**src/rtl/adc_pwr_pkg.sv**
```systemverilog
package adc_pwr_pkg;

  typedef enum logic [1:0] {
    MODE_NORMAL   = 2'd0,
    MODE_IDLE     = 2'd1,
    MODE_STANDBY  = 2'd2,
    MODE_SHUTDOWN = 2'd3
  } mode_e;

  typedef struct packed {
    logic a;
    logic b;
  } pins_t;

endpackage

```
**src/rtl/adc_pwr_enc.sv**
```systemverilog
module adc_pwr_enc
  import adc_pwr_pkg::*;
(
  input  mode_e mode_i,
  output pins_t pins_o
);

  always_comb begin
    unique case (mode_i)
      MODE_NORMAL:   pins_o = '{a: 1'b1, b: 1'b1};
      MODE_IDLE:     pins_o = '{a: 1'b1, b: 1'b0};
      MODE_STANDBY:  pins_o = '{a: 1'b0, b: 1'b1};
      default:       pins_o = '{a: 1'b0, b: 1'b0};
    endcase
  end

endmodule

```
**src/rtl/adc_pwr_wait_sel.sv**
```systemverilog
module adc_pwr_wait_sel
  import adc_pwr_pkg::*;
#(
  parameter int unsigned CNT_W  = 13,
  parameter int unsigned SD_CYC = 5000,
  parameter int unsigned SB_CYC = 1350,
  parameter int unsigned OE_CYC = 4
) (
  input  mode_e             from_i,
  output logic [CNT_W-1:0]  cycles_o
);

  always_comb begin
    unique case (from_i)
      MODE_SHUTDOWN: cycles_o = CNT_W'(SD_CYC);
      MODE_STANDBY:  cycles_o = CNT_W'(SB_CYC);
      MODE_IDLE:     cycles_o = CNT_W'(OE_CYC);
      default:       cycles_o = CNT_W'(1);
    endcase
  end

endmodule

```
**src/rtl/adc_pwr_timer.sv**
```systemverilog
module adc_pwr_timer #(
  parameter int unsigned CNT_W = 13
) (
  input  logic             clk_i,
  input  logic             rst_ni,
  input  logic             load_i,
  input  logic             clr_i,
  input  logic [CNT_W-1:0] val_i,
  output logic             busy_o,
  output logic             expire_o
);

  logic [CNT_W-1:0] cnt_q;

  always_ff @(posedge clk_i or negedge rst_ni) begin
    if (!rst_ni)      cnt_q <= '0;
    else if (load_i)  cnt_q <= val_i;
    else if (clr_i)   cnt_q <= '0;
    else if (busy_o)  cnt_q <= cnt_q - CNT_W'(1);
  end

  assign busy_o   = (cnt_q != '0);
  // last counted cycle, unless overridden by a new request
  assign expire_o = (cnt_q == CNT_W'(1)) && !load_i && !clr_i;

endmodule

```
**src/rtl/adc_pwr_seq.sv**
```systemverilog
module adc_pwr_seq
  import adc_pwr_pkg::*;
#(
  parameter int unsigned CLK_MHZ       = 250,
  parameter int unsigned SD_WAKE_NS    = 20000,
  parameter int unsigned SB_WAKE_NS    = 5400,
  parameter int unsigned OE_MARGIN_CYC = 4
) (
  input  logic       clk_i,
  input  logic       rst_ni,
  input  logic [1:0] mode_req_i,
  output logic       pwr_a_o,
  output logic       pwr_b_o,
  output logic       busy_o,
  output logic       data_valid_o
);

  localparam int unsigned SD_CYC   = (CLK_MHZ * SD_WAKE_NS + 999) / 1000;
  localparam int unsigned SB_CYC   = (CLK_MHZ * SB_WAKE_NS + 999) / 1000;
  localparam int unsigned MAX_AB   = (SD_CYC > SB_CYC) ? SD_CYC : SB_CYC;
  localparam int unsigned WAIT_MAX = (MAX_AB > OE_MARGIN_CYC) ? MAX_AB : OE_MARGIN_CYC;
  localparam int unsigned CNT_W    = $clog2(WAIT_MAX + 1);

  mode_e            req;
  mode_e            tgt_q;
  pins_t            pins_d, pins_q;
  logic             req_new, load, clr, expire;
  logic [CNT_W-1:0] wait_cyc;
  logic             valid_q;

  assign req     = mode_e'(mode_req_i);
  assign req_new = (req != tgt_q);
  assign load    = req_new && (req == MODE_NORMAL);
  assign clr     = req_new && (req != MODE_NORMAL);

  adc_pwr_enc u_enc (
    .mode_i (req),
    .pins_o (pins_d)
  );

  adc_pwr_wait_sel #(
    .CNT_W  (CNT_W),
    .SD_CYC (SD_CYC),
    .SB_CYC (SB_CYC),
    .OE_CYC (OE_MARGIN_CYC)
  ) u_sel (
    .from_i   (tgt_q),
    .cycles_o (wait_cyc)
  );

  adc_pwr_timer #(
    .CNT_W (CNT_W)
  ) u_tmr (
    .clk_i    (clk_i),
    .rst_ni   (rst_ni),
    .load_i   (load),
    .clr_i    (clr),
    .val_i    (wait_cyc),
    .busy_o   (busy_o),
    .expire_o (expire)
  );

  always_ff @(posedge clk_i or negedge rst_ni) begin
    if (!rst_ni) begin
      tgt_q   <= MODE_SHUTDOWN;
      pins_q  <= '{a: 1'b0, b: 1'b0};
      valid_q <= 1'b0;
    end else if (req_new) begin
      tgt_q   <= req;
      pins_q  <= pins_d;
      valid_q <= 1'b0;
    end else if (expire) begin
      valid_q <= 1'b1;
    end
  end

  assign pwr_a_o      = pins_q.a;
  assign pwr_b_o      = pins_q.b;
  assign data_valid_o = valid_q;

endmodule

```
**config.mk**
```make
export PLATFORM = sky130hd
export DESIGN_NAME = adc_pwr_seq
export DESIGN_NICKNAME = d
export VERILOG_FILES = /design/src/rtl/adc_pwr_pkg.sv /design/src/rtl/adc_pwr_enc.sv /design/src/rtl/adc_pwr_wait_sel.sv /design/src/rtl/adc_pwr_timer.sv /design/src/rtl/adc_pwr_seq.sv
export SDC_FILE = /design/constraint.sdc
export NUM_CORES = 1
export LEC_CHECK = 0
export BUFFER_PORTS_ARGS = -buffer_cell sky130_fd_sc_hd__buf_2
export CAP_MARGIN = 25
export CORE_AREA = 2 2 58 60
export DETAILED_ROUTE_END_ITERATION = 12
export DIE_AREA = 0 0 60 62
export SLEW_MARGIN = 10
export SYNTH_ARGS = -nofsm -noshare
export SYNTH_HDL_FRONTEND = slang
export SYNTH_HIERARCHICAL = 1
export SYNTH_SLANG_ARGS = --single-unit
```
**constraint.sdc**
```tcl
create_clock -name clk_i -period 1.59 [get_ports clk_i]
set_input_delay 0.159 -clock clk_i [delete_from_list [all_inputs] [get_ports clk_i]]
set_output_delay 0.159 -clock clk_i [all_outputs]
set_load 0.03 [all_outputs]
```
# ---- Word level (Yosys, flattened, before mapping)
# Cells that the tools add are included.
dict set report totals {
  ff_bits 18
  latchBits 0
  mem_bits_rw 0
  romBits 0
  in_bits 4
  out_inout_bits 4
  elab_cells 31
  mem_count 0
}
dict set report classes {
  n_addsub 1
  mul 0
  n_div 0
  magnitude_cmp 0
  eq_ne 7
  n_shift 0
  muxes 7
  n_bitwise 0
  n_reduce_logical 11
}
# op count
set op_table {}
lappend op_table {{13-bit two-way mux} 3}
lappend op_table {{13-bit case mux with 3 select lines} 1}
lappend op_table {{13-bit by 1-bit == test with 1-bit output (second input constant)} 1}
lappend op_table {{13-bit nonzero test} 1}
lappend op_table {{13-bit by 1-bit subtractor with 13-bit output (second input constant)} 1}
lappend op_table {{2-bit == test (second input constant)} 3}
lappend op_table {{2-bit case mux with 3 select lines} 1}
lappend op_table {{2-bit by 1-bit == test with 1-bit output (second input constant)} 2}
lappend op_table {{1-bit logical AND} 4}
lappend op_table {{2-bit nonzero test} 2}
lappend op_table {{3-bit nonzero test} 1}
lappend op_table {{1-bit zero test} 2}
lappend op_table {{2-bit zero test} 1}
lappend op_table {{1-bit two-way mux} 2}
lappend op_table {{2-bit != test} 1}

# ---- Longest topological paths before layout
# Gate-level depths: netlist (run 1).
dict set report depth {
  ltp_word 7
  depth_mapped 8
}

# ---- By module
# The synthesis (run 1) kept the hierarchy.
# module n_inst cells_each area_each_um2 seq_area_each_um2
set modules_own_cells {}
lappend modules_own_cells {adc_pwr_timer 1 88 824.5 325.3}
lappend modules_own_cells {adc_pwr_seq 1 20 231.5 127.6}
lappend modules_own_cells {adc_pwr_wait_sel 1 15 115.1 0.0}
lappend modules_own_cells {adc_pwr_enc 1 2 7.5 0.0}

# ---- Worst setup path before layout (run 1)
# OpenSTA, ideal clock, no wires.
dict set report synth_timing {
  path_type {reg-to-reg}
  startpoint {reg u_tmr.cnt_q[5]}
  endpoint {reg u_tmr.cnt_q[1]}
  setup_ns 0.121
  arrival_time_ns 1.558
  t_required_ns 1.469
  path_slack_ns -0.089
  stages_incl_launch_ff 5
  path_buffers 0
  period_less_slack_ns 1.679
  path_cell_list {dfrtp_1 -> nor4_4 -> nand4_4 -> mux2i_1 -> a22o_2}
}
dict set report synth_via {
  elab_chain_cells 2
}
# item line
set synth_rtl {}
lappend synth_rtl {{start, declared} adc_pwr_timer.sv:13} ;# logic [CNT_W-1:0] cnt_q;
lappend synth_rtl {{start signal, assigned} adc_pwr_timer.sv:17} ;# else if (load_i) cnt_q <= val_i;
lappend synth_rtl {{start signal, assigned} adc_pwr_timer.sv:19} ;# else if (busy_o) cnt_q <= cnt_q - CNT_W'(1);
lappend synth_rtl {{13-bit nonzero test} adc_pwr_timer.sv:22} ;# assign busy_o = (cnt_q != '0);
lappend synth_rtl {{via busy_o} adc_pwr_seq.sv:14} ;# output logic busy_o,
lappend synth_rtl {{3-bit nonzero test (no line)} n/a}
# The timed path passes the listed nets, and every way through them passes these cells.
# A chain may end at the register's enable or synchronous reset.

# ---- Final worst setup path (run 1)
dict set report layout_timing {
  startpoint {reg u_tmr.cnt_q[10]}
  endpoint {reg u_tmr.cnt_q[1]}
}
dict set report layout_via {
  elab_chain_cells 2
}
# item line
set layout_rtl {}
lappend layout_rtl {{13-bit nonzero test} adc_pwr_timer.sv:22}
lappend layout_rtl {{3-bit nonzero test (no line)} n/a}
# Every way passes these cells.

==> results.toml, run 1 <==
[grt]
grt_max_degree = 19
overflow = 0
grt_pass1_wl_um = 4126
busiest_layer = "met2"
grtUsageMet2_pct = 26.71
grtUsageMet3_pct = 3.313
antenna_found_initial = 0
grt_pass1_vias = 967
grt_util_met1_pct = 17.86
track_usage_pct = 14.63

[floorplanning]
die_y_um = 62
dieArea_mm2 = 0.003720
start_util_pct = 37.07
rows = 21
core_area_mm2 = 0.003179
die_w_um = 60
ios = 8

[yosys]
synthArstFlopShare_pct = 100.0
synth_top_area_share_pct = 33.97
synth.cell_area_mm2 = 0.001179
synth-edff-count = 0
ys_warn_count = 6
synth_seq_area_share_pct = 38.43
synthCells = 125
ys_seq_elements = 18
synth_ff_type = "dfrtp_1"
ys_types = 34
synth_common_cells = "16 x dfrtp_1, 16 x nand2_1, 9 x buf_4, 8 x inv_1, 8 x o21ai_0"
synth_top_area_cell = "dfrtp_1"
avgSynthCellArea_um2 = 9.429
synth_area_leaders = "dfrtp_1 34%, ha_1 6.4%, buf_4 5.7%, nand2_1 5.1%, dfstp_2 4.5%"

[drt]
via_per_inst = 4.907
firstDrtPassIters = 3
wl_per_cell_um = 12.82
drt_iter0_drc = 28
ant_nets = 0
num_vias = 952
drt_wl_total_um = 2487
drc_errors = 0

[power_and_ir_drop]
cellLeakagePower_nw = 0.6691
p_int_w = 0.001520
switching_share_pct = 43.21
power_density_mw_per_mm2 = 1813
power.share.clock_pct = 10.5
vdd_ir_drop_max_v = 0.0005917
power.switching_w = 0.001157
seqPwrFrac_pct = 30.6
power_w = 0.002677
comb_power_share_pct = 58.9

[status]
status = "completed"

[clock_network]
htreeDepth = 1
clk_path_buf_depth = 2
clockRootBuffer = "clkbuf_4"
cts.sinks = 18
cts_inserted_buffers = 3
clk_latency_ns = 0.29
cts_tree = "yes"
clkTransAtPathRegs_ns = 0.10

[final_layout]
layout.nets = 159
stdcell_count = 194
utilization_pct = 46.44
syn2layout_area_growth_pct = 25.27
fillers = 314
layout-drive-gt1-share_pct = 34.46
diodes = 0
fin_area_mm2 = 0.001476

[critical_path]
r2r_cells = 5
worstPathArrival_ns = 1.77
crit_path_top_delay_cell = "dfrtp_1"
cp-end-kind = "flip-flop"
crit_type = "reg2reg"
worst_path_largest_cell_delay_ns = 0.44
crit_cells = 5
crit_fanout = 6
path_cells = "nor4_4 > nand4_4 > buf_6 > mux2i_1 > a22o_2"
cp-start-kind = "flip-flop"
critPathRequiredTime_ns = 1.78
critPathBufInv = 1
crit_family = "simple AND/OR/NAND/NOR gates"

[timing]
fmax_ghz = 0.6316
finalCritPeriodShare_pct = 99.58
rsz0062_at_grt = "yes"
hold_viol_final = 0
fin_crit_ns = 1.583
slew_violations = 0
fin_skew_ns = 0.003229
setup_viol = 0
whs_ns = 0.3128

[placed_design]
dpl_cell_area_mm2 = 0.001328
place_congestion = 0.8031
io_buffer_count = 7
dp_hpwl_um = 1897
dp.cells = 184

[worst_hold_path]
hp-class = "in2async"

[job]
cap_violations = 0
kinds of logic (layout without fill, tap and decap cells):
family,after synthesis,count (layout),synth area share [%]
other cells,1,3,0.3182
simple gates,49,49,24.74
fa+ha+maj,6,6,6.369
mux,3,3,3.397
flops,18,18,38.43
buf+inv,20,41,9.235
compound gates,20,20,11.57
xor+xnor,8,8,5.944
routing by layer:
| layer | vias to the layer above | share of wire, % |
|---|---|---|
| li1 | 473 | - |
| met1 | 463 | 41 |
| met2 | 12 | 54 |
| met3 | 4 | 3.6 |
| met4 | 0 | 0.97 |
| met5 | - | 0 |
power groups by stage:
stage	Clock, W	Sequential (W)	Combinational [W]
after floorplan	0	0.000813	0.000883
after global placement	0	0.000818	0.00136
after detailed placement	0	0.000826	0.00138
after CTS	0.000294	0.000820	0.00148
after global routing	0.000308	0.000843	0.00174
final	0.000282	0.000819	0.00158
sequential cells by signal, indices dropped and copies added, names as in the netlist:
register      flops
data_valid_o      1
pwr_a_o           1
pwr_b_o           1
tgt_q             2
u_tmr/cnt_q      13
final cells by class:
| type | count | area [um^2] | area share (%) |
|---|---|---|---|
| clock buffer | 4 | 36.28 | 2.458 |
| timing repair buffer | 29 | 224.0 | 15.17 |
| sequential | 18 | 455.4 | 30.85 |
| tap | 46 | 57.56 | 3.898 |
| multi-input combinational | 89 | 673.1 | 45.59 |
| inverter | 8 | 30.03 | 2.034 |
worst paths after layout:
path / start / slack, ns / to
setup / recovery: u_tmr/cnt_q[10]$_DFFE_PN0P_ / 0.007 / u_tmr/cnt_q[1]$_DFFE_PN0P_
hold / removal: rst_ni / 0.31 / u_tmr/cnt_q[12]$_DFFE_PN0P_
setup reg to reg: u_tmr/cnt_q[10]$_DFFE_PN0P_ / 0.007 / u_tmr/cnt_q[1]$_DFFE_PN0P_
hold reg to reg: data_valid_o$_DFFE_PN0P_ / 0.50 / data_valid_o$_DFFE_PN0P_
max in group asynchronous: rst_ni / 0.95 / tgt_q[0]$_DFFE_PN1P_
min in group clk_i: data_valid_o$_DFFE_PN0P_ / 0.50 / data_valid_o$_DFFE_PN0P_
layout by cell type (no fill, tap or decap), drive strengths merged, types with 4 or more instances in the layout:
cell / count
ha: 6
xor2: 4
buf: 25
nor2: 7
dfrtp: 16
clkbuf: 5
xnor2: 4
inv: 8
nand3: 7
nand2: 17
o21ai: 8
timing repair:
action,4_1_cts,5_1_grt
pin swaps,2,6
endpoints found under the setup margin,8,13
buffers inserted,2,2
gates resized for setup,5,14
hold buffers,3,0
endpoints found under the hold margin,18,0
through the flow:
stage / worst slack [ns] / TNS, ns
after floorplan: -0.08119 / -0.1609
after global placement: 0.004072 / 0
after detailed placement: -0.02054 / -0.04341
after CTS: -0.03916 / -0.06160
after global routing: -0.05868 / -0.4645
final: 0.006742 / 0
Power figures use the tool's default switching activity.
==> run 2: changes to the inputs <==
==> constraint.sdc (replaced) <==
create_clock -name clk_i -period 2.05 [get_ports clk_i]
set_input_delay 0.205 -clock clk_i [delete_from_list [all_inputs] [get_ports clk_i]]
set_output_delay 0.205 -clock clk_i [all_outputs]
set_load 0.03 [all_outputs]
==> run 2 against run 1 <==
  * Global-route usage is 0.32 points higher
  * Flip-flop and latch count stayed put
  * Non-clock buffer count decreased by 16
  * Largest cell class unchanged
  * Highest routed layer is now met3
==> results.toml, run 2 (same netlist as run 1, synthesis figures left out) <==
[status]
status = "completed"

[floorplanning]
die_w_um = 60
die_y_um = 62
ios = 8
start_util_pct = 37.07
dieArea_mm2 = 0.003720
core_area_mm2 = 0.003179
rows = 21

[final_layout]
regMostFlops = "u_tmr/cnt_q"
diodes = 0
fin_area_mm2 = 0.001289
largest_reg_flops = 13
layout.cells.most_common_list = "16 x dfrtp_1, 16 x nand2_1, 8 x inv_1, 8 x o21ai_0"
layout-drive-gt1-share_pct = 20.45
layout.nets = 143
syn2layout_area_growth_pct = 9.342
top_regs = "u_tmr/cnt_q: 13 flops, tgt_q: 2 flops"

[critical_path]
rr_startpoint = "tgt_q[1]$_DFFE_PN1P_"
r2r_cells = 7
reg2reg_to = "u_tmr/cnt_q[5]$_DFFE_PN0P_"
cp-start-kind = "flip-flop"
cp-end-kind = "primary output"
critPathRequiredTime_ns = 1.85
worstPathArrival_ns = 1.67
worst_path_largest_cell_delay_ns = 0.47
crit_end = "busy_o"
crit_type = "reg2out"
path_cells = "nor3_1 > nand4_4 > buf_2"
r2r_setup_slack_ns = 0.35
startpoint = "u_tmr/cnt_q[2]$_DFFE_PN0P_"
crit_path_top_delay_cell = "dfrtp_1"
crit_fanout = 8

[drt]
firstDrtPassIters = 4
wl_per_cell_um = 12.76
drc_errors = 0
wl_met1_um = 1071
wl_met2_um = 1111
top_layer_used = "met3"
drt_iter0_drc = 39
ant_nets = 0
met3_length_um = 88
num_vias = 869
drt_wl_total_um = 2271
via_per_inst = 4.882

[placed_design]
place_congestion = 0.8250
io_buffer_count = 7
dpl_cell_area_mm2 = 0.001242
dp_hpwl_um = 1727

[grt]
grt_pass1_vias = 849
grt_pass1_wl_um = 4071
antenna_found_initial = 0
overflow = 0
grt_max_degree = 19
track_usage_pct = 14.95

[timing]
finalCritPeriodShare_pct = 91.49
fin_setup_tns_ns = 0
fmax_ghz = 0.5332
fin_crit_ns = 1.876
rsz0062_at_grt = "no"
fin_skew_ns = 0.009639
slew_violations = 0
setup_viol = 0
hold_viol_final = 0

[job]
cap_violations = 0

[clock_network]
clk_latency_ns = 0.30
cts_inserted_buffers = 3
cts.sinks = 18
clockRootBuffer = "clkbuf_4"
htreeDepth = 1
post_cts_buffers = 0
clk_path_buf_depth = 2
cts_resized = 0
cts_tree = "yes"
clkTransAtPathRegs_ns = 0.11
hold_buffers = 1

[power_and_ir_drop]
power_density_mw_per_mm2 = 1394
vdd_ir_drop_max_v = 0.0005065
cellLeakagePower_nw = 0.5874

[worst_hold_path]
hp-class = "in2reg"
holdCritStartpoint = "mode_req_i[0]"
-- run 2: worst min-delay path by stage --
stage,cells after the start,end,slack (ns)
after floorplan,0,data_valid_o$_DFFE_PN0P_,-0.09
final,1,tgt_q[0]$_DFFE_PN1P_,0.06
after global placement,1,u_tmr/cnt_q[1]$_DFFE_PN0P_,0.16
after detailed placement,1,u_tmr/cnt_q[1]$_DFFE_PN0P_,0.17
after global routing,1,tgt_q[1]$_DFFE_PN1P_,0.03
after CTS,1,tgt_q[0]$_DFFE_PN1P_,0.04
-- run 2: power breakdown --
group          internal (W)  total, W  switching (W)
Combinational      0.000419  0.000927       0.000507
Clock              0.000108  0.000220       0.000112
Sequential         0.000474  0.000650       0.000176
Total               0.00100   0.00180       0.000795
-- run 2: per-layer routing --
layer / vias to the layer above / track usage [%]
li1: 440 / -
met1: 414 / 20.13
met2: 15 / 24.69
met3: 0 / 4.348
met4: 0 / 1.905
met5: - / 0
-- run 2: metrics by stage --
stage                     hold WS [ns]  std cells  worst slack, ns  total power (W)  util [%]
after floorplan               -0.09059        127           0.3706         0.001315         -
after global routing           0.03126        178          0.04632         0.001968     40.54
final                          0.06008        178           0.1744         0.001797     40.54
after global placement          0.1633        173           0.4051         0.001566     39.08
after detailed placement        0.1677        173           0.3532         0.001575     39.08
after CTS                      0.04414        178           0.1650         0.001805     40.54
-- run 2: critical path, delay by kind of cell, from the launching register on --
kind / cells / cell delay [ns]
flip-flops: 1 / 0.47
AND/OR/NAND/NOR: 2 / 0.67
buffers and inverters: 1 / 0.23
-- run 2: area by class of cell --
cell class	instances	area [um^2]
Timing Repair Buffer	13	82.58
Inverter	8	30.03
Multi-Input combinational cell	89	629.4
Fill cell	315	1891
Clock buffer	4	36.28
Sequential cell	18	452.9
Tap cell	46	57.56
